===== config.mk =====
export PLATFORM = sky130hd
export DESIGN_NAME = lrsc_tracker
export DESIGN_NICKNAME = d
export VERILOG_FILES = /design/src/rtl/lrsc_pkg.sv /design/src/rtl/lrsc_req_decode.sv /design/src/rtl/lrsc_word_mem.sv /design/src/rtl/lrsc_resv_table.sv /design/src/rtl/lrsc_tracker.sv
export SDC_FILE = /design/constraint.sdc
export NUM_CORES = 1
export LEC_CHECK = 0
export BUFFER_PORTS_ARGS = -buffer_cell sky130_fd_sc_hd__buf_2
export CAP_MARGIN = 20
export CORE_MARGIN = 10
export CORE_UTILIZATION = 56
export CTS_CLUSTER_SIZE = 10
export DETAILED_ROUTE_END_ITERATION = 16
export PLACE_DENSITY_LB_ADDON = 0.15
export SYNTH_ARGS = -nofsm -noshare
export SYNTH_HDL_FRONTEND = slang
export SYNTH_SLANG_ARGS = --single-unit

===== constraint.sdc =====
create_clock -name clk -period 2.2 [get_ports clk]
set_input_delay 0.33 -clock clk [delete_from_list [all_inputs] [get_ports clk]]
set_output_delay 0.33 -clock clk [all_outputs]
set_load 0.1 [all_outputs]

===== src/rtl/lrsc_pkg.sv =====
package lrsc_pkg;

    typedef enum logic [1:0] {
        OP_LOAD  = 2'd0,
        OP_LR    = 2'd1,
        OP_STORE = 2'd2,
        OP_SC    = 2'd3
    } op_e;

endpackage


===== src/rtl/lrsc_req_decode.sv =====
module lrsc_req_decode
    import lrsc_pkg::*;
(
    input  logic       req_valid,
    input  logic [1:0] req_op,
    input  logic       sc_hit,
    output logic       lr_en,
    output logic       mem_we,
    output logic       addr_clr_en,
    output logic       own_clr_en,
    output logic       sc_fail
);

    op_e op;
    logic st_en;
    logic sc_en;

    always_comb begin
        op          = op_e'(req_op);
        lr_en       = req_valid && (op == OP_LR);
        st_en       = req_valid && (op == OP_STORE);
        sc_en       = req_valid && (op == OP_SC);
        mem_we      = st_en || (sc_en && sc_hit);
        addr_clr_en = mem_we;
        own_clr_en  = sc_en;
        sc_fail     = sc_en && !sc_hit;
    end

endmodule


===== src/rtl/lrsc_word_mem.sv =====
module lrsc_word_mem #(
    parameter int ADDR_W = 4,
    parameter int DATA_W = 32,
    localparam int DEPTH = 1 << ADDR_W
) (
    input  logic              clk,
    input  logic              rst_n,
    input  logic              we,
    input  logic [ADDR_W-1:0] addr,
    input  logic [DATA_W-1:0] wdata,
    output logic [DATA_W-1:0] rdata
);

    typedef struct packed {
        logic [DEPTH-1:0][DATA_W-1:0] words;
    } mem_t;

    mem_t mem_d, mem_q;

    always_comb begin
        mem_d = mem_q;
        if (we) begin
            mem_d.words[addr] = wdata;
        end
    end

    always_ff @(posedge clk or negedge rst_n) begin
        if (!rst_n) begin
            mem_q <= '0;
        end else begin
            mem_q <= mem_d;
        end
    end

    assign rdata = mem_q.words[addr];

    AST_WRITE_LANDS: assert property (@(posedge clk) disable iff (!rst_n)
        we |=> (mem_q.words[$past(addr)] == $past(wdata)));

    AST_NO_WRITE_KEEPS: assert property (@(posedge clk) disable iff (!rst_n)
        !we |=> $stable(mem_q));

endmodule


===== src/rtl/lrsc_resv_table.sv =====
module lrsc_resv_table #(
    parameter int NCPU   = 4,
    parameter int ADDR_W = 4,
    localparam int CPU_W = (NCPU > 1) ? $clog2(NCPU) : 1
) (
    input  logic              clk,
    input  logic              rst_n,
    input  logic              lr_en,
    input  logic              own_clr_en,
    input  logic              addr_clr_en,
    input  logic [CPU_W-1:0]  req_cpu,
    input  logic [ADDR_W-1:0] req_addr,
    output logic              sc_hit
);

    typedef struct packed {
        logic [NCPU-1:0]             valid;
        logic [NCPU-1:0][ADDR_W-1:0] addr;
    } tbl_t;

    tbl_t tbl_d, tbl_q;

    logic [NCPU-1:0]             valid_nx;
    logic [NCPU-1:0][ADDR_W-1:0] addr_nx;
    logic [NCPU-1:0]             valid_q;
    logic [NCPU-1:0][ADDR_W-1:0] addr_q;

    assign valid_q = tbl_q.valid;
    assign addr_q  = tbl_q.addr;

    for (genvar i = 0; i < NCPU; i++) begin : g_entry
        logic mine;
        logic addr_match;

        always_comb begin
            mine       = (req_cpu == CPU_W'(i));
            addr_match = valid_q[i] && (addr_q[i] == req_addr);
            valid_nx[i] = valid_q[i];
            addr_nx[i]  = addr_q[i];
            if (lr_en && mine) begin
                valid_nx[i] = 1'b1;
                addr_nx[i]  = req_addr;
            end else if ((own_clr_en && mine) || (addr_clr_en && addr_match)) begin
                valid_nx[i] = 1'b0;
            end
        end

        AST_LR_RECORD: assert property (@(posedge clk) disable iff (!rst_n)
            (lr_en && req_cpu == CPU_W'(i)) |=>
                (valid_q[i] && addr_q[i] == $past(req_addr)));

        AST_SC_OWN_DROP: assert property (@(posedge clk) disable iff (!rst_n)
            (own_clr_en && req_cpu == CPU_W'(i)) |=> !valid_q[i]);

        AST_ADDR_DROP: assert property (@(posedge clk) disable iff (!rst_n)
            (addr_clr_en && valid_q[i] && addr_q[i] == req_addr) |=> !valid_q[i]);

        AST_OTHER_KEEP: assert property (@(posedge clk) disable iff (!rst_n)
            (req_cpu != CPU_W'(i) && valid_q[i] && addr_q[i] != req_addr) |=>
                (valid_q[i] && $stable(addr_q[i])));
    end

    always_comb begin
        tbl_d.valid = valid_nx;
        tbl_d.addr  = addr_nx;
    end

    always_ff @(posedge clk or negedge rst_n) begin
        if (!rst_n) begin
            tbl_q <= '0;
        end else begin
            tbl_q <= tbl_d;
        end
    end

    assign sc_hit = valid_q[req_cpu] && (addr_q[req_cpu] == req_addr);

    AST_RESET_EMPTY: assert property (@(posedge clk) disable iff (!rst_n)
        $rose(rst_n) |-> (valid_q == '0));

endmodule


===== src/rtl/lrsc_tracker.sv =====
module lrsc_tracker
    import lrsc_pkg::*;
#(
    parameter int NCPU   = 4,
    parameter int ADDR_W = 4,
    parameter int DATA_W = 32,
    localparam int CPU_W = (NCPU > 1) ? $clog2(NCPU) : 1
) (
    input  logic              clk,
    input  logic              rst_n,
    input  logic              req_valid,
    input  logic [1:0]        req_op,
    input  logic [CPU_W-1:0]  req_cpu,
    input  logic [ADDR_W-1:0] req_addr,
    input  logic [DATA_W-1:0] req_wdata,
    output logic              rsp_valid,
    output logic [CPU_W-1:0]  rsp_cpu,
    output logic [DATA_W-1:0] rsp_rdata,
    output logic              rsp_status
);

    typedef struct packed {
        logic              valid;
        logic [CPU_W-1:0]  cpu;
        logic [DATA_W-1:0] rdata;
        logic              status;
    } rsp_t;

    rsp_t rsp_d, rsp_q;

    logic              sc_hit;
    logic              lr_en;
    logic              mem_we;
    logic              addr_clr_en;
    logic              own_clr_en;
    logic              sc_fail;
    logic [DATA_W-1:0] mem_rdata;

    lrsc_req_decode u_decode (
        .req_valid   (req_valid),
        .req_op      (req_op),
        .sc_hit      (sc_hit),
        .lr_en       (lr_en),
        .mem_we      (mem_we),
        .addr_clr_en (addr_clr_en),
        .own_clr_en  (own_clr_en),
        .sc_fail     (sc_fail)
    );

    lrsc_resv_table #(
        .NCPU   (NCPU),
        .ADDR_W (ADDR_W)
    ) u_table (
        .clk         (clk),
        .rst_n       (rst_n),
        .lr_en       (lr_en),
        .own_clr_en  (own_clr_en),
        .addr_clr_en (addr_clr_en),
        .req_cpu     (req_cpu),
        .req_addr    (req_addr),
        .sc_hit      (sc_hit)
    );

    lrsc_word_mem #(
        .ADDR_W (ADDR_W),
        .DATA_W (DATA_W)
    ) u_mem (
        .clk   (clk),
        .rst_n (rst_n),
        .we    (mem_we),
        .addr  (req_addr),
        .wdata (req_wdata),
        .rdata (mem_rdata)
    );

    always_comb begin
        rsp_d        = '0;
        rsp_d.valid  = req_valid;
        if (req_valid) begin
            rsp_d.cpu    = req_cpu;
            rsp_d.rdata  = mem_rdata;
            rsp_d.status = sc_fail;
        end
    end

    always_ff @(posedge clk or negedge rst_n) begin
        if (!rst_n) begin
            rsp_q <= '0;
        end else begin
            rsp_q <= rsp_d;
        end
    end

    assign rsp_valid  = rsp_q.valid;
    assign rsp_cpu    = rsp_q.cpu;
    assign rsp_rdata  = rsp_q.rdata;
    assign rsp_status = rsp_q.status;

    AST_SC_PASS_STATUS: assert property (@(posedge clk) disable iff (!rst_n)
        (req_valid && req_op == 2'd3 && sc_hit) |=> (rsp_valid && !rsp_status));

    AST_SC_FAIL_STATUS: assert property (@(posedge clk) disable iff (!rst_n)
        (req_valid && req_op == 2'd3 && !sc_hit) |=> (rsp_valid && rsp_status));

    AST_RSP_FOLLOWS: assert property (@(posedge clk) disable iff (!rst_n)
        req_valid |=> (rsp_valid && rsp_cpu == $past(req_cpu)));

    AST_NON_SC_OK: assert property (@(posedge clk) disable iff (!rst_n)
        (req_valid && req_op != 2'd3) |=> !rsp_status);

endmodule


After elaboration in Yosys (flattened, before gate mapping)
Index checks and enable logic that the tools add are counted.
Widths: inputs -> output; s select.
- register bits after elaboration: 568
- output and inout bits: 36
- logic and storage cells: 94
- bits of input ports: 43
- reduce and logical (&&, ||, !) cells: 34
- magnitude comparators: 3
- mux-type cells: 18
- equality and inequality tests: 11
- operators by type and width (kind ; number):
    $bwmux 512 ; 1
    $bmux 32 s4 ; 1
    $demux 32 s4 ; 1
    $mux 32 ; 2
    $mux 35 ; 1
    $logic_and 1x1->1 ; 23
    $eq 4x4->1 ; 5
    $mux 1 ; 9
    $bmux 4 s2 ; 1
    $eq 2x2->1 const B ; 4
    $reduce_bool 2->1 ; 4
    $logic_or 1x1->1 ; 5
    $lt 4x5->1 const B ; 1
    $eq 2x1->1 const B ; 2
    $ge 4x1->1 const B ; 1
    $mux 4 ; 1
    $lt 2x3->1 const B ; 1
    $bmux 1 s2 ; 1
    $logic_not 2->1 ; 1
    $logic_not 1->1 ; 1

Depth between registers and ports, before layout
Gate-level depths: netlist of run 1.
- depth after elaboration: 10
- gate-level depth with buffers: 10
- mapped depth without buffers: 6

Cells and area by module
A second synthesis of run 1 with hierarchy kept.
- cells, all modules: 1581
- area, all modules: 25276.7 um2
- modules (own cells, without submodules) (module ; cells each ; times used ; area an instance (um2) ; sequential area each (um2)):
    lrsc_word_mem ; 1407 ; 1 ; 22890.7 ; 12812.3
    lrsc_tracker ; 74 ; 1 ; 1178.6 ; 900.9
    lrsc_resv_table ; 92 ; 1 ; 1162.4 ; 500.5
    lrsc_req_decode ; 8 ; 1 ; 45.0 ; 0.0

Least setup slack after synthesis of run 1
No wires, ideal clock.
- path type: input to register
- from: input port req_addr[0]
- to: register rsp_q (netlist bit rsp_rdata[0])
- required time: 2.081 ns
- arrival: 2.415 ns
- setup slack: -0.334 ns
- buffers on the path: 3
- cell stages on the path: 6
- library setup time: 0.119 ns
- path through: clkbuf_1 buf_2 buf_1 mux4_2 mux4_2 and2_1
- RTL lines (what ; RTL line ; text):
    start: declaration ; lrsc_tracker.sv:14 ; input logic [ADDR_W-1:0] req_addr,
    end signal: assignment ; lrsc_tracker.sv:90 ; rsp_q <= rsp_d;
    end: declaration ; lrsc_tracker.sv:29 ; rsp_t rsp_d, rsp_q;

Worst setup path after layout of run 1
- from: register u_table.tbl_q (netlist bit u_table.addr_q[13])
- to: register u_mem.mem_q[445] (netlist name)
- longest elaborated chain between the ends: 6
- RTL lines (what ; RTL line ; text):
    start: declaration ; lrsc_resv_table.sv:21 ; tbl_t tbl_d, tbl_q;
    start signal: assignment ; lrsc_resv_table.sv:72 ; tbl_q <= tbl_d;
    $bmux 4 s2 ; lrsc_resv_table.sv:76 ; assign sc_hit = valid_q[req_cpu] && (addr_q[req_cpu] == req_addr);
    $mux 4 (not written as such) ; lrsc_resv_table.sv:76 ;
    $eq 4x4->1 ; lrsc_resv_table.sv:76 ;
    $logic_and 1x1->1 ; lrsc_resv_table.sv:76 ;
    $logic_and 1x1->1 ; lrsc_req_decode.sv:23 ; mem_we = st_en || (sc_en && sc_hit);
    $logic_or 1x1->1 ; lrsc_req_decode.sv:23 ;
    end signal: assignment ; lrsc_word_mem.sv:31 ; mem_q <= mem_d;
    end: declaration ; lrsc_word_mem.sv:18 ; mem_t mem_d, mem_q;
Every way passes these cells. The select of a mux whose other input is x is not followed.
A chain may end at the register's enable or synchronous reset.

==> results.md, run 1 <==
- Register-to-Register Path Depth: 9
- Max Slew Vio Count: 0
- Synth Cell Area: 25200 um2
- Crit path cell chain: mux4_2 -> xnor2_2 -> nand2_2 -> o31ai_4 -> buf_12 -> nand4_1 -> buf_6 -> clkbuf_16 -> mux2_4
- WS Path Type: flop to flop
- Crit-path slowest cell: mux4_2
- Drt via density: 6.234
- EDFF count, synth: 0
- Power per Cell Area: 866.2 nW/um2
- Routed via count: 14.26k
- Clk pin slew, worst setup/hold paths: 0.05 ns
- Antenna-violating nets left: 0
- Setup Skew: 0.02230 ns
- CP endpoint: u_mem.mem_q[445]$_DFFE_PN0P_
- Largest net degree at the start of global routing: 74
- Critical path startpoint: u_table.addr_q[13]$_DFFE_PN0P_
- Crit path largest cell delay: 0.51 ns
- Peak VDD IR: 0.5842 mV
- Yosys warns: 0
- Dpl cells: 2179
- Max Root-Sink Buffers: 3
- Clock tree root buffer cell: clkbuf_16
- Fmax: 378.4 MHz
- FF-to-FF Start: u_table.addr_q[13]$_DFFE_PN0P_
- Hold WC Path Type: primary input to flop
- Global-route wire length before repair: 93.28 mm
- Slew @ Worst Pin: 0.7398 ns
- Core Util, Final: 69.61%
- Vert. Die Dim: 232.1 um
- First drt pass iteration count: 5
- CP Capture Type: flop
- # rows: 77
- Final hold vios: 0
- Fin crit share: 120.1%
- Clock sink count: 568
- Clk Latency, worst-skew pair: 0.60 ns
- FF+latch count, synth: 568
- WP data arrival: 3.11 ns
- Avg Inst Size Synth: 16.64 um2
- Failing checks: negative setup slack
- Max-slew headroom: 50.50%
- GRT Total Usage: 22.69%
- Synth Instances: 1514
- Status: complete, but fails checks
- Mapped Nets: 1557
- Layout cells sized above 1: 45.34%
- Tmin final: 2.643 ns
- Worst-path maximum fanout: 7
- Worst hold slack: 0.05093 ns
- Core Footprint: 44320 um2
- Pleak: 15.39 nW
- Vias in the first global route: 15.24k
- CP Launch Type: flop
- Post-DP HPWL: 36.69 mm
- Max Cap Viol: 0
- Top Ports: 79
- Antenna Cells: 0
- Initial Utilization: 56.86%
- Area growth, synth to finish: 22.42%
- Synth async-reset ratio: 100.0%
- DRC violation count after routing: 0
- Initial antenna violation count: 2
- Die width: 232.1 um
- Port Buf Inserts: 78
- RSZ-0062 raised after global routing: true
- Die area: 53890 um2
- CTS tree: built
- RR Endpoint: u_mem.mem_q[445]$_DFFE_PN0P_
- Ys flop type: dfrtp_1
- FF-to-FF setup slack: -0.44 ns
- Nets: 1726
- Fill count: 2861
- Worst setup margin: -0.4431 ns
- Grt ovf: 0
- Sequential share of the synthesized area: 56.40%
- Number of library cell types mapped by synthesis: 31
- H-tree depth: 3
- # setup viols final: 512
- CP Data Required Time: 2.67 ns
- Cts bufs inserted: 67
- WL final: 63.67 mm
- Routed length per instance: 27.83 um
- Gpl congestion: 0.7818
- Final instance count without filler cells: 2288
- Total power of the final layout: 26.72 mW
- DRT iter0 DRCs: 1072
==> registers in the layout (all words and copies together) (netlist names) <==
register         count
u_table.addr_q      16
rsp_cpu              2
rsp_rdata           32
rsp_valid            1
rsp_status           1
u_mem.mem_q        512
u_table.valid_q      4
==> layout by cell type, fill, tap and decap left out, drive strengths merged, types with 4 or more instances in the layout <==
cell type	instances
dfrtp	568
mux2	529
buf	220
mux4	162
clkbuf	87
and2	35
xor2	17
nand3	12
nor2	7
nand2	7
mux2i	5
nand2b	4
nand4	4
nor4	4
o21ai	4
==> critical path: cells and delay by family (launching register included) <==
kind	cells	cell delay [ns]
AO/OA/AOI/OAI	1	0.26
flip-flops	1	0.38
AND/OR/NAND/NOR	2	0.32
multiplexers	2	0.80
buffers and inverters	3	0.59
XOR/XNOR	1	0.17
==> power by group <==
group | internal [mW] | switching [mW]
clock network | 5.66 | 4.09
registers | 11.9 | 0.751
logic | 2.44 | 1.93
total | 20.0 | 6.77
==> synth_stat cells (all sizes together), types with 2 or more instances <==
library cell,n,area (um2)
buf,71,332.8
xor2,17,148.9
mux2i,5,50.05
mux2,529,5957
nor2,7,26.28
nand3,12,90.09
a31oi,3,18.77
nor2b,3,18.77
nand2b,4,25.02
or2,3,18.77
mux4,162,3649
nor4,4,25.02
a21oi,2,10.01
o21ai,4,20.02
and3,2,12.51
nand2,7,26.28
nand4,4,25.02
clkbuf,61,229.0
and2,35,219.0
o31ai,2,15.01
dfrtp,568,14210
xnor2,3,26.28
==> per-stage QoR <==
stage | worst slack [ns] | TNS, ns | area, um2
6_report | -0.4431 | -164.43 | 30850
5_1_grt | -0.4968 | -196.47 | 30850
4_1_cts | -0.3705 | -150.26 | 29700
3_5_place_dp | -0.6107 | -252.44 | 27750
3_3_place_gp | -0.5861 | -261.31 | 27750
2_1_floorplan | -0.2159 | -61.58 | 25810
==> layer usage <==
layer / global-route usage (%) / wire length [um] / vias to the layer above
li1: - / - / 5940
met1: 31.34 / 28000 / 7829
met2: 36.17 / 30420 / 375
met3: 4.691 / 3542 / 118
met4: 6.187 / 1687 / 2
met5: 0 / 20 / -
==> how the worst min path moves through the flow <==
stage                                         endpoint  startpoint  depth (start not counted)  slack [ns]
after floorplan                   rsp_cpu[0]$_DFF_PN0_       rst_n                          0        0.03
after global placement    u_mem.mem_q[144]$_DFFE_PN0P_       rst_n                          1        0.33
after CTS                         rsp_cpu[0]$_DFF_PN0_  req_cpu[0]                          2        0.04
final                             rsp_cpu[0]$_DFF_PN0_  req_cpu[0]                          2        0.05
after global routing              rsp_cpu[0]$_DFF_PN0_  req_cpu[0]                          2        0.06
after detailed placement  u_mem.mem_q[144]$_DFFE_PN0P_       rst_n                          1        0.33
==> logic make-up (layout without fill, tap and decap cells) <==
kind of cell	Yosys count	after routing	share of synthesized area, %
AO/OA/AOI/OAI	13	13	0.3227
XOR/XNOR	20	20	0.6951
buffers and inverters	132	314	2.229
flip-flops	568	568	56.40
multiplexers	696	696	38.31
AND/OR/NAND/NOR	85	85	2.036
==> cell type report <==
cell class	instances	area, um2	area share, %
timing repair buffer	232	2623	8.501
clock inverter	6	63.81	0.2068
sequential	568	14210	46.07
multi-input combinational	814	11440	37.07
clock buffer	76	1773	5.747
tap	592	740.7	2.401
==> timing repair <==
item	4_1_cts	5_1_grt
hold buffers	1	0
endpoints found under the setup margin	512	512
pin swaps	1	2
resized for setup	23	194
gates cloned	0	17
hold endpoints to repair	34	0
setup buffers	0	9
Power figures use the tool's default switching activity.
==> inputs of run 2 (changes only) <==
--- a/config.mk
+++ b/config.mk
@@ -8,10 +8,11 @@
 export BUFFER_PORTS_ARGS = -buffer_cell sky130_fd_sc_hd__buf_2
 export CAP_MARGIN = 20
 export CORE_MARGIN = 10
-export CORE_UTILIZATION = 56
-export CTS_CLUSTER_SIZE = 10
+export CORE_UTILIZATION = 45
+export CTS_CLUSTER_SIZE = 16
 export DETAILED_ROUTE_END_ITERATION = 16
 export PLACE_DENSITY_LB_ADDON = 0.15
 export SYNTH_ARGS = -nofsm -noshare
 export SYNTH_HDL_FRONTEND = slang
+export SYNTH_HIERARCHICAL = 1
 export SYNTH_SLANG_ARGS = --single-unit
==> run 2 against run 1 <==
Compared with the run above:
- the flow still finishes with violations (negative setup slack)
- die area rose by 23%
- sequential share of layout area fell by 1.4 points
- count of clock-buffer cells in the layout rose by 17
- core utilization fell by 12 points
- area after synthesis rose by 0.30%
- critical path type unchanged
- highest routed layer unchanged
==> results.md, run 2 <==
- Antenna Cells: 0 (unchanged)
- Synth Cell Area: 25280 um2 (was 25200 um2)
- Power per Cell Area: 865.3 nW/um2 (was 866.2 nW/um2)
- Final hold vios: 0 (unchanged)
- Clock sink count: 568 (unchanged)
- Core Util, Final: 57.49% (was 69.61%)
- Gpl congestion: 0.7514 (was 0.7818)
- Post-DP HPWL: 37.53 mm (was 36.69 mm)
- Routed via count: 14.60k (was 14.26k)
- Leading cell types in the layout, fill and taps excluded: 568 x dfrtp_1, 346 x mux2_2, 167 x mux2_4 (was 568 x dfrtp_1, 250 x mux2_1, 238 x mux2_4)
- # rows: 86 (was 77)
- Largest register FFs: 512 (unchanged)
- Top Ports: 79 (unchanged)
- EDFF count, synth: 0 (unchanged)
- Port Buf Inserts: 78 (unchanged)
- Largest area contributor in the netlist: dfrtp_1 (unchanged)
- Yosys warns: 6 (was 0)
- WP depth: 12 (was 9)
- Antenna-violating nets left: 0 (unchanged)
- Synth Instances: 1581 (was 1514)
- Synth async-reset ratio: 100.0% (unchanged)
- Mapped Nets: 1624 (was 1557)
- Layout cells sized above 1: 59.51% (was 45.34%)
- Max Root-Sink Buffers: 3 (unchanged)
- Die area: 66050 um2 (was 53890 um2)
- Global-route wire length before repair: 99.86 mm (was 93.28 mm)
- WS Path Type: flop to flop (unchanged)
- Largest net degree at the start of global routing: 97 (was 74)
- Worst-path maximum fanout: 7 (unchanged)
- First drt pass iteration count: 4 (was 5)
- DRC violation count after routing: 0 (unchanged)
- Worst setup margin: -0.7381 ns (was -0.4431 ns)
- Most frequent cell after synthesis: dfrtp_1 (unchanged)
- Tmin final: 2.938 ns (was 2.643 ns)
- CP Launch Type: flop (unchanged)
- Sequential share of the synthesized area: 56.23% (was 56.40%)
- Nets: 1824 (was 1726)
- Crit-path leading delay family: multiplexers (unchanged)
- Register area: 14210 um2 (unchanged)
- Synth area leaders: dfrtp_1 56%, mux2_2 22%, mux4_2 12% (was dfrtp_1 56%, mux2_1 22%, mux4_2 14%)
- Number of library cell types mapped by synthesis: 37 (was 31)
- CP bufs+invs: 4 (was 3)
- Finished layout cell area: 31800 um2 (was 30850 um2)
- DRT iter0 DRCs: 951 (was 1072)
- Largest Register: u_mem/mem_q (was u_mem.mem_q)
- Dpl cells: 2390 (was 2179)
- Multi-input gate area: 11190 um2 (was 11440 um2)
- Setup Skew: 0.02304 ns (was 0.02230 ns)
- CP Data Required Time: 2.67 ns (about the same)
- Fmax: 340.4 MHz (was 378.4 MHz)
- CP Capture Type: flop (unchanged)
- Crit-path slowest cell: mux4_2 (unchanged)
- Failing checks: negative setup slack (unchanged)
- WP data arrival: 3.41 ns (was 3.11 ns)
- Max Slew Vio Count: 0 (unchanged)
- Fin crit share: 133.6% (was 120.1%)
- Max Cap Viol: 0 (unchanged)
- Commonest non-fill, non-tap cell in the layout: dfrtp_1 (unchanged)
- CTS tree: built (unchanged)
- Pleak: 14.79 nW (was 15.39 nW)
- Initial Utilization: 45.70% (was 56.86%)
- Hold WC Path Type: primary input to flop (unchanged)
- Initial antenna violation count: 2 (unchanged)
- Avg Inst Size Synth: 15.99 um2 (was 16.64 um2)
- GRT Total Usage: 19.67% (was 22.69%)
- Total power of the final layout: 27.51 mW (was 26.72 mW)
- Status: complete, but fails checks (unchanged)
- Routed length per instance: 26.67 um (was 27.83 um)
- Vias in the first global route: 15.61k (was 15.24k)
- H-tree depth: 3 (unchanged)
- Peak VDD IR: 0.6979 mV (was 0.5842 mV)
- RSZ-0062 raised after global routing: true (unchanged)
- Setup TNS: -315.01 ns (was -164.43 ns)
- Vert. Die Dim: 257.0 um (was 232.1 um)
- Max-slew headroom: 47.12% (was 50.50%)
- Final instance count without filler cells: 2573 (was 2288)
- Crit path cell chain: mux4_2 -> xnor2_1 -> nand3_1 -> nor3_2 -> inv_1 -> a21oi_2 -> buf_12 -> nand3b_1 -> nor3_4 -> buf_4 -> buf_6 -> mux2_4 (was mux4_2 -> xnor2_2 -> nand2_2 -> o31ai_4 -> buf_12 -> nand4_1 -> buf_6 -> clkbuf_16 -> mux2_4)
- Post-synth top cells: 568 x dfrtp_1, 496 x mux2_2, 130 x mux4_2 (was 568 x dfrtp_1, 488 x mux2_1, 162 x mux4_2)
- Fill count: 4309 (was 2861)
- Die width: 257.0 um (was 232.1 um)
- Drt via density: 5.673 (was 6.234)
- Hold Path Cell Cnt: 2 (unchanged)
- # setup viols final: 517 (was 512)
- Ys flop type: dfrtp_1 (unchanged)
- Cts bufs inserted: 66 (was 67)
- Area growth, synth to finish: 25.79% (was 22.42%)
- Slew @ Worst Pin: 0.7914 ns (was 0.7398 ns)
- FF+latch count, synth: 568 (unchanged)
- Core Footprint: 55310 um2 (was 44320 um2)
- Area after DPL: 28060 um2 (was 27750 um2)
- Yosys top cell area share: 56.23% (was 56.40%)
- WL final: 68.63 mm (was 63.67 mm)
- Register-to-Register Path Depth: 12 (was 9)
- Clk Latency, worst-skew pair: 0.60 ns (about the same)
- Clock tree root buffer cell: clkbuf_16 (unchanged)
- Crit path largest cell delay: 0.47 ns (was 0.51 ns)
- Clk pin slew, worst setup/hold paths: 0.06 ns (was 0.05 ns)
- Grt ovf: 0 (unchanged)
## run 2: metrics by stage
stage / hold WS (ns) / setup WS [ns]
5_1_grt: 0.2116 / -0.8419
2_1_floorplan: 0.03441 / -0.5969
3_5_place_dp: 0.2370 / -0.9071
4_1_cts: 0.1674 / -0.6976
6_report: 0.2059 / -0.7381
3_3_place_gp: 0.2398 / -0.9086
## run 2: layout make-up
cell class / count / share of cell area, %
clock buffer: 93 / 6.060
clock inverter: 19 / 0.6099
inverter: 1 / 0.01180
multi-input combinational: 872 / 35.21
sequential: 568 / 44.70
tap: 748 / 2.943
timing repair buffer: 272 / 10.47
## run 2: worst paths after layout
check / startpoint / to / slack, ns
hold reg to reg: u_mem/mem_q[38]$_DFFE_PN0P_ / u_mem/mem_q[38]$_DFFE_PN0P_ / 0.49
setup / recovery: u_table/addr_q[2]$_DFFE_PN0P_ / u_mem/mem_q[267]$_DFFE_PN0P_ / -0.74
max in group asynchronous: rst_n / u_mem/mem_q[151]$_DFFE_PN0P_ / 1.08
hold / removal: req_wdata[1] / u_mem/mem_q[129]$_DFFE_PN0P_ / 0.21
setup reg to reg: u_table/addr_q[2]$_DFFE_PN0P_ / u_mem/mem_q[267]$_DFFE_PN0P_ / -0.74
min in group asynchronous: rst_n / u_mem/mem_q[141]$_DFFE_PN0P_ / 0.22
## run 2: timing repair
| item | 4_1_cts | 5_1_grt |
|---|---|---|
| setup buffers | 26 | 17 |
| setup endpoints to repair | 516 | 517 |
| pin swaps | 6 | 16 |
| hold endpoints to repair | 153 | 0 |
| hold buffers | 1 | 0 |
| cloned | 15 | 17 |
| resized for setup | 60 | 77 |
## run 2: logic make-up after synthesis
kind of cell	after synthesis	share of synthesized area, %
compound gates	70	2.034
mux	661	35.42
flops	568	56.23
simple gates	121	2.891
buf+inv	141	2.732
xor+xnor	20	0.6930
## run 2: routing by layer
metal	vias up	global-route usage (%)	share of wire [%]	routed length, um
met1	7930	26.63	44	30480
met2	285	32.04	49	33550
met3	106	3.758	4.3	2965
li1	6272	-	-	-
met5	-	0	0.031	21
met4	4	5.127	2.3	1609
## run 2: where the power goes
part	total, mW	internal, mW	switching (mW)
Sequential	12.6	11.8	0.709
Combinational	4.20	2.34	1.87
Clock	10.8	6.45	4.30
Total	27.5	20.6	6.88
==> inputs of run 3 (changes only) <==
--- a/config.mk
+++ b/config.mk
@@ -5,12 +5,12 @@
 export SDC_FILE = /design/constraint.sdc
 export NUM_CORES = 1
 export LEC_CHECK = 0
-export BUFFER_PORTS_ARGS = -buffer_cell sky130_fd_sc_hd__buf_2
 export CAP_MARGIN = 20
 export CORE_MARGIN = 10
 export CORE_UTILIZATION = 45
 export CTS_CLUSTER_SIZE = 16
 export DETAILED_ROUTE_END_ITERATION = 16
+export DONT_BUFFER_PORTS = 1
 export PLACE_DENSITY_LB_ADDON = 0.15
 export SYNTH_ARGS = -nofsm -noshare
 export SYNTH_HDL_FRONTEND = slang
==> run 3 against run 2 <==
Compared with the run above:
- count of clock-buffer cells in the layout increased by 7
- die area unchanged
- sequential share of layout area decreased by 0.62 points
- critical endpoint is now u_mem/mem_q[258]$_DFFE_PN0P_
- combinational power decreased by 2%
- first-iteration DRC count decreased by 0.32%
- critical path depth unchanged
- clock power decreased by 7%
- worst setup slack improved by 0.011 ns
- the flow finishes with violations (negative hold slack, max-slew violations, negative setup slack)
- cell count decreased by 2.1%
- highest routed layer unchanged
- core utilization increased by 0.81 points
==> results.md, run 3 (synthesis gave the netlist of run 2 again) <==
- Status: complete, but fails checks (unchanged)
- Failing checks: negative hold slack, max-slew violations, negative setup slack (was negative setup slack)
- Leading cell types in the layout, fill and taps excluded: 568 x dfrtp_1, 389 x mux2_4, 139 x mux2_2 (was 568 x dfrtp_1, 346 x mux2_2, 167 x mux2_4)
- CP bufs+invs: 4 (unchanged)
- RR Endpoint: u_mem/mem_q[258]$_DFFE_PN0P_ (was u_mem/mem_q[267]$_DFFE_PN0P_)
- Clock sink count: 568 (unchanged)
- Power per Cell Area: 828.2 nW/um2 (was 865.3 nW/um2)
- Clock tree root buffer cell: clkbuf_16 (unchanged)
- DP Worst Slack: -0.7276 ns (was -0.9071 ns)
- Worst hold slack: -0.5905 ns (was 0.2059 ns)
- Worst-path maximum fanout: 13 (was 7)
- H-tree depth: 2 (was 3)
- CP Capture Type: flop (unchanged)
- Pleak: 14.75 nW (was 14.79 nW)
- Gpl congestion: 0.7487 (was 0.7514)
- Critical path startpoint: u_table/addr_q[14]$_DFFE_PN0P_ (was u_table/addr_q[2]$_DFFE_PN0P_)
- Fmax: 341.7 MHz (was 340.4 MHz)
- FF-to-FF setup slack: -0.73 ns (was -0.74 ns)
- Crit path cell chain: mux4_2 -> xnor2_1 -> nand3_1 -> nor3_2 -> inv_1 -> a21oi_2 -> buf_12 -> nand3b_1 -> nor3_4 -> buf_12 -> buf_12 -> mux2_4 (was mux4_2 -> xnor2_1 -> nand3_1 -> nor3_2 -> inv_1 -> a21oi_2 -> buf_12 -> nand3b_1 -> nor3_4 -> buf_4 -> buf_6 -> mux2_4)
- CP Data Required Time: 2.70 ns (was 2.67 ns)
- Max-slew headroom: -40.62% (was 47.12%)
- Antenna Cells: 0 (unchanged)
- Cts bufs inserted: 60 (was 66)
- RSZ-0062 raised after global routing: true (unchanged)
- Slew @ Worst Pin: 2.109 ns (was 0.7914 ns)
- Max Slew Vio Count: 215 (was 0)
- Port Buf Inserts: 0 (was 78)
- Largest Register: u_mem/mem_q (unchanged)
- Peak VDD IR: 0.7530 mV (was 0.6979 mV)
- Clk Latency, worst-skew pair: 0.62 ns (was 0.60 ns)
- Vias in the first global route: 15.46k (was 15.61k)
- Crit-path slowest cell: mux4_2 (unchanged)
- Worst setup margin: -0.7267 ns (was -0.7381 ns)
- WP data arrival: 3.43 ns (was 3.41 ns)
- Initial Utilization: 45.70% (unchanged)
- CP endpoint: u_mem/mem_q[258]$_DFFE_PN0P_ (was u_mem/mem_q[267]$_DFFE_PN0P_)
- Tmin final: 2.927 ns (was 2.938 ns)
- Largest register FFs: 512 (unchanged)
- Routed length per instance: 27.45 um (was 26.67 um)
- First drt pass iteration count: 5 (was 4)
- Register-to-Register Path Depth: 12 (unchanged)
- FF-to-FF Start: u_table/addr_q[14]$_DFFE_PN0P_ (was u_table/addr_q[2]$_DFFE_PN0P_)
- Dpl cells: 2294 (was 2390)
- WL final: 69.12 mm (was 68.63 mm)
- CP Launch Type: flop (unchanged)
- Global-route wire length before repair: 99.28 mm (was 99.86 mm)
- Top Ports: 79 (unchanged)
- Layout cells sized above 1: 56.38% (was 59.51%)
- Setup Skew: 0.01608 ns (was 0.02304 ns)
- Routed via count: 14.50k (was 14.60k)
- # setup viols final: 517 (unchanged)
- Fin crit share: 133.0% (was 133.6%)
- Hold buffer count at cts: 41 (was 1)
- DRT iter0 DRCs: 948 (was 951)
- Crit-path leading delay family: multiplexers (unchanged)
- Antenna-violating nets left: 0 (unchanged)
- Nets: 1763 (was 1824)
- Vert. Die Dim: 257.0 um (unchanged)
- Die area: 66050 um2 (unchanged)
- Initial antenna violation count: 2 (unchanged)
- Commonest non-fill, non-tap cell in the layout: dfrtp_1 (unchanged)
- # rows: 86 (unchanged)
- Grt ovf: 0 (unchanged)
- CTS tree: built (unchanged)
- Area growth, synth to finish: 27.56% (was 25.79%)
- Largest net degree at the start of global routing: 569 (was 97)
- Core Footprint: 55310 um2 (unchanged)
- Die width: 257.0 um (unchanged)
- Final instance count without filler cells: 2518 (was 2573)
- Post-DP HPWL: 33.33 mm (was 37.53 mm)
- Crit path largest cell delay: 0.47 ns (about the same)
- Max Root-Sink Buffers: 3 (unchanged)
- Drt via density: 5.757 (was 5.673)
- WP depth: 12 (unchanged)
- Final hold vios: 568 (was 0)
- Hold WC Path Type: primary input to async pin (was primary input to flop)
- CP most frequent cell: buf_12
- GRT Total Usage: 19.34% (was 19.67%)
- WS Path Type: flop to flop (unchanged)
- Clk pin slew, worst setup/hold paths: 0.06 ns (about the same)
- Max Cap Viol: 0 (unchanged)
- DRC violation count after routing: 0 (unchanged)
[run 3: cell count changes in the layout (fill, tap and decap cells not counted), sizes merged]
cell,change
buf,-97
bufbuf,-2
bufinv,-2
clkbuf,+12
clkinv,-2
dlygate4sd3,+39
inv,-3
[run 3: layout make-up]
cell class,count,area [um2]
clock buffer,100,1843
clock inverter,12,102.6
fill,4205,23060
inverter,1,3.754
multi-input combinational,872,12040
sequential,568,14210
tap,748,935.9
timing repair buffer,217,3104
[run 3: metal layers]
layer  track usage [%]  share of wire [%]  vias to the layer above
met5                 0              0.035                        -
met1             26.24                 45                     7936
met4             5.850                3.3                        4
met2             31.12                 47                      325
li1                  -                  -                     6109
met3             3.690                5.3                      122
[run 3: how the worst min path moves through the flow]
stage	startpoint	to	slack, ns	cells past startpoint
5_1_grt	rst_n	u_mem/mem_q[403]$_DFFE_PN0P_	-0.62	0
4_1_cts	rst_n	u_mem/mem_q[403]$_DFFE_PN0P_	-0.60	0
6_report	rst_n	u_mem/mem_q[403]$_DFFE_PN0P_	-0.59	0
3_5_place_dp	rst_n	rsp_rdata[19]$_DFF_PN0_	0.07	0
2_1_floorplan	rst_n	rsp_cpu[0]$_DFF_PN0_	0.03	0
3_3_place_gp	rst_n	rsp_rdata[19]$_DFF_PN0_	0.07	0
[run 3: stage by stage]
| step | total power, mW | utilization [%] | cell area [um2] | setup TNS (ns) |
|---|---|---|---|---|
| after floorplan | 15.46 | - | 26080 | -235.22 |
| after global placement | 15.94 | 49.34 | 27290 | -319.00 |
| after detailed placement | 16.07 | 49.34 | 27290 | -322.20 |
| after CTS | 26.64 | 56.21 | 31090 | -294.96 |
| after global routing | 27.79 | 58.30 | 32240 | -385.92 |
| final | 26.70 | 58.30 | 32240 | -327.79 |
[run 3: report_power, final]
group	internal (mW)	total, mW	leakage (nW)	switching, mW
Combinational	2.61	4.13	6.25	1.53
Sequential	11.8	12.6	7.54	0.725
Clock	5.79	10.0	0.959	4.21
[run 3: timing repair]
item | CTS | global route
cloned | 14 | 20
setup buffers | 33 | 11
pin swaps | 4 | 9
setup endpoints to repair | 514 | 517
gates resized for setup | 202 | 176
endpoints found under the hold margin | 1136 | 568
[run 3: worst reg2reg max path, delay by kind of cell (launching register included)]
family                 cells  cell delay (ns)
multiplexers               2             0.81
AND/OR/NAND/NOR            4             0.68
buffers and inverters      4             0.59
flip-flops                 1             0.38
AO/OA/AOI/OAI              1             0.20
XOR/XNOR                   1             0.15
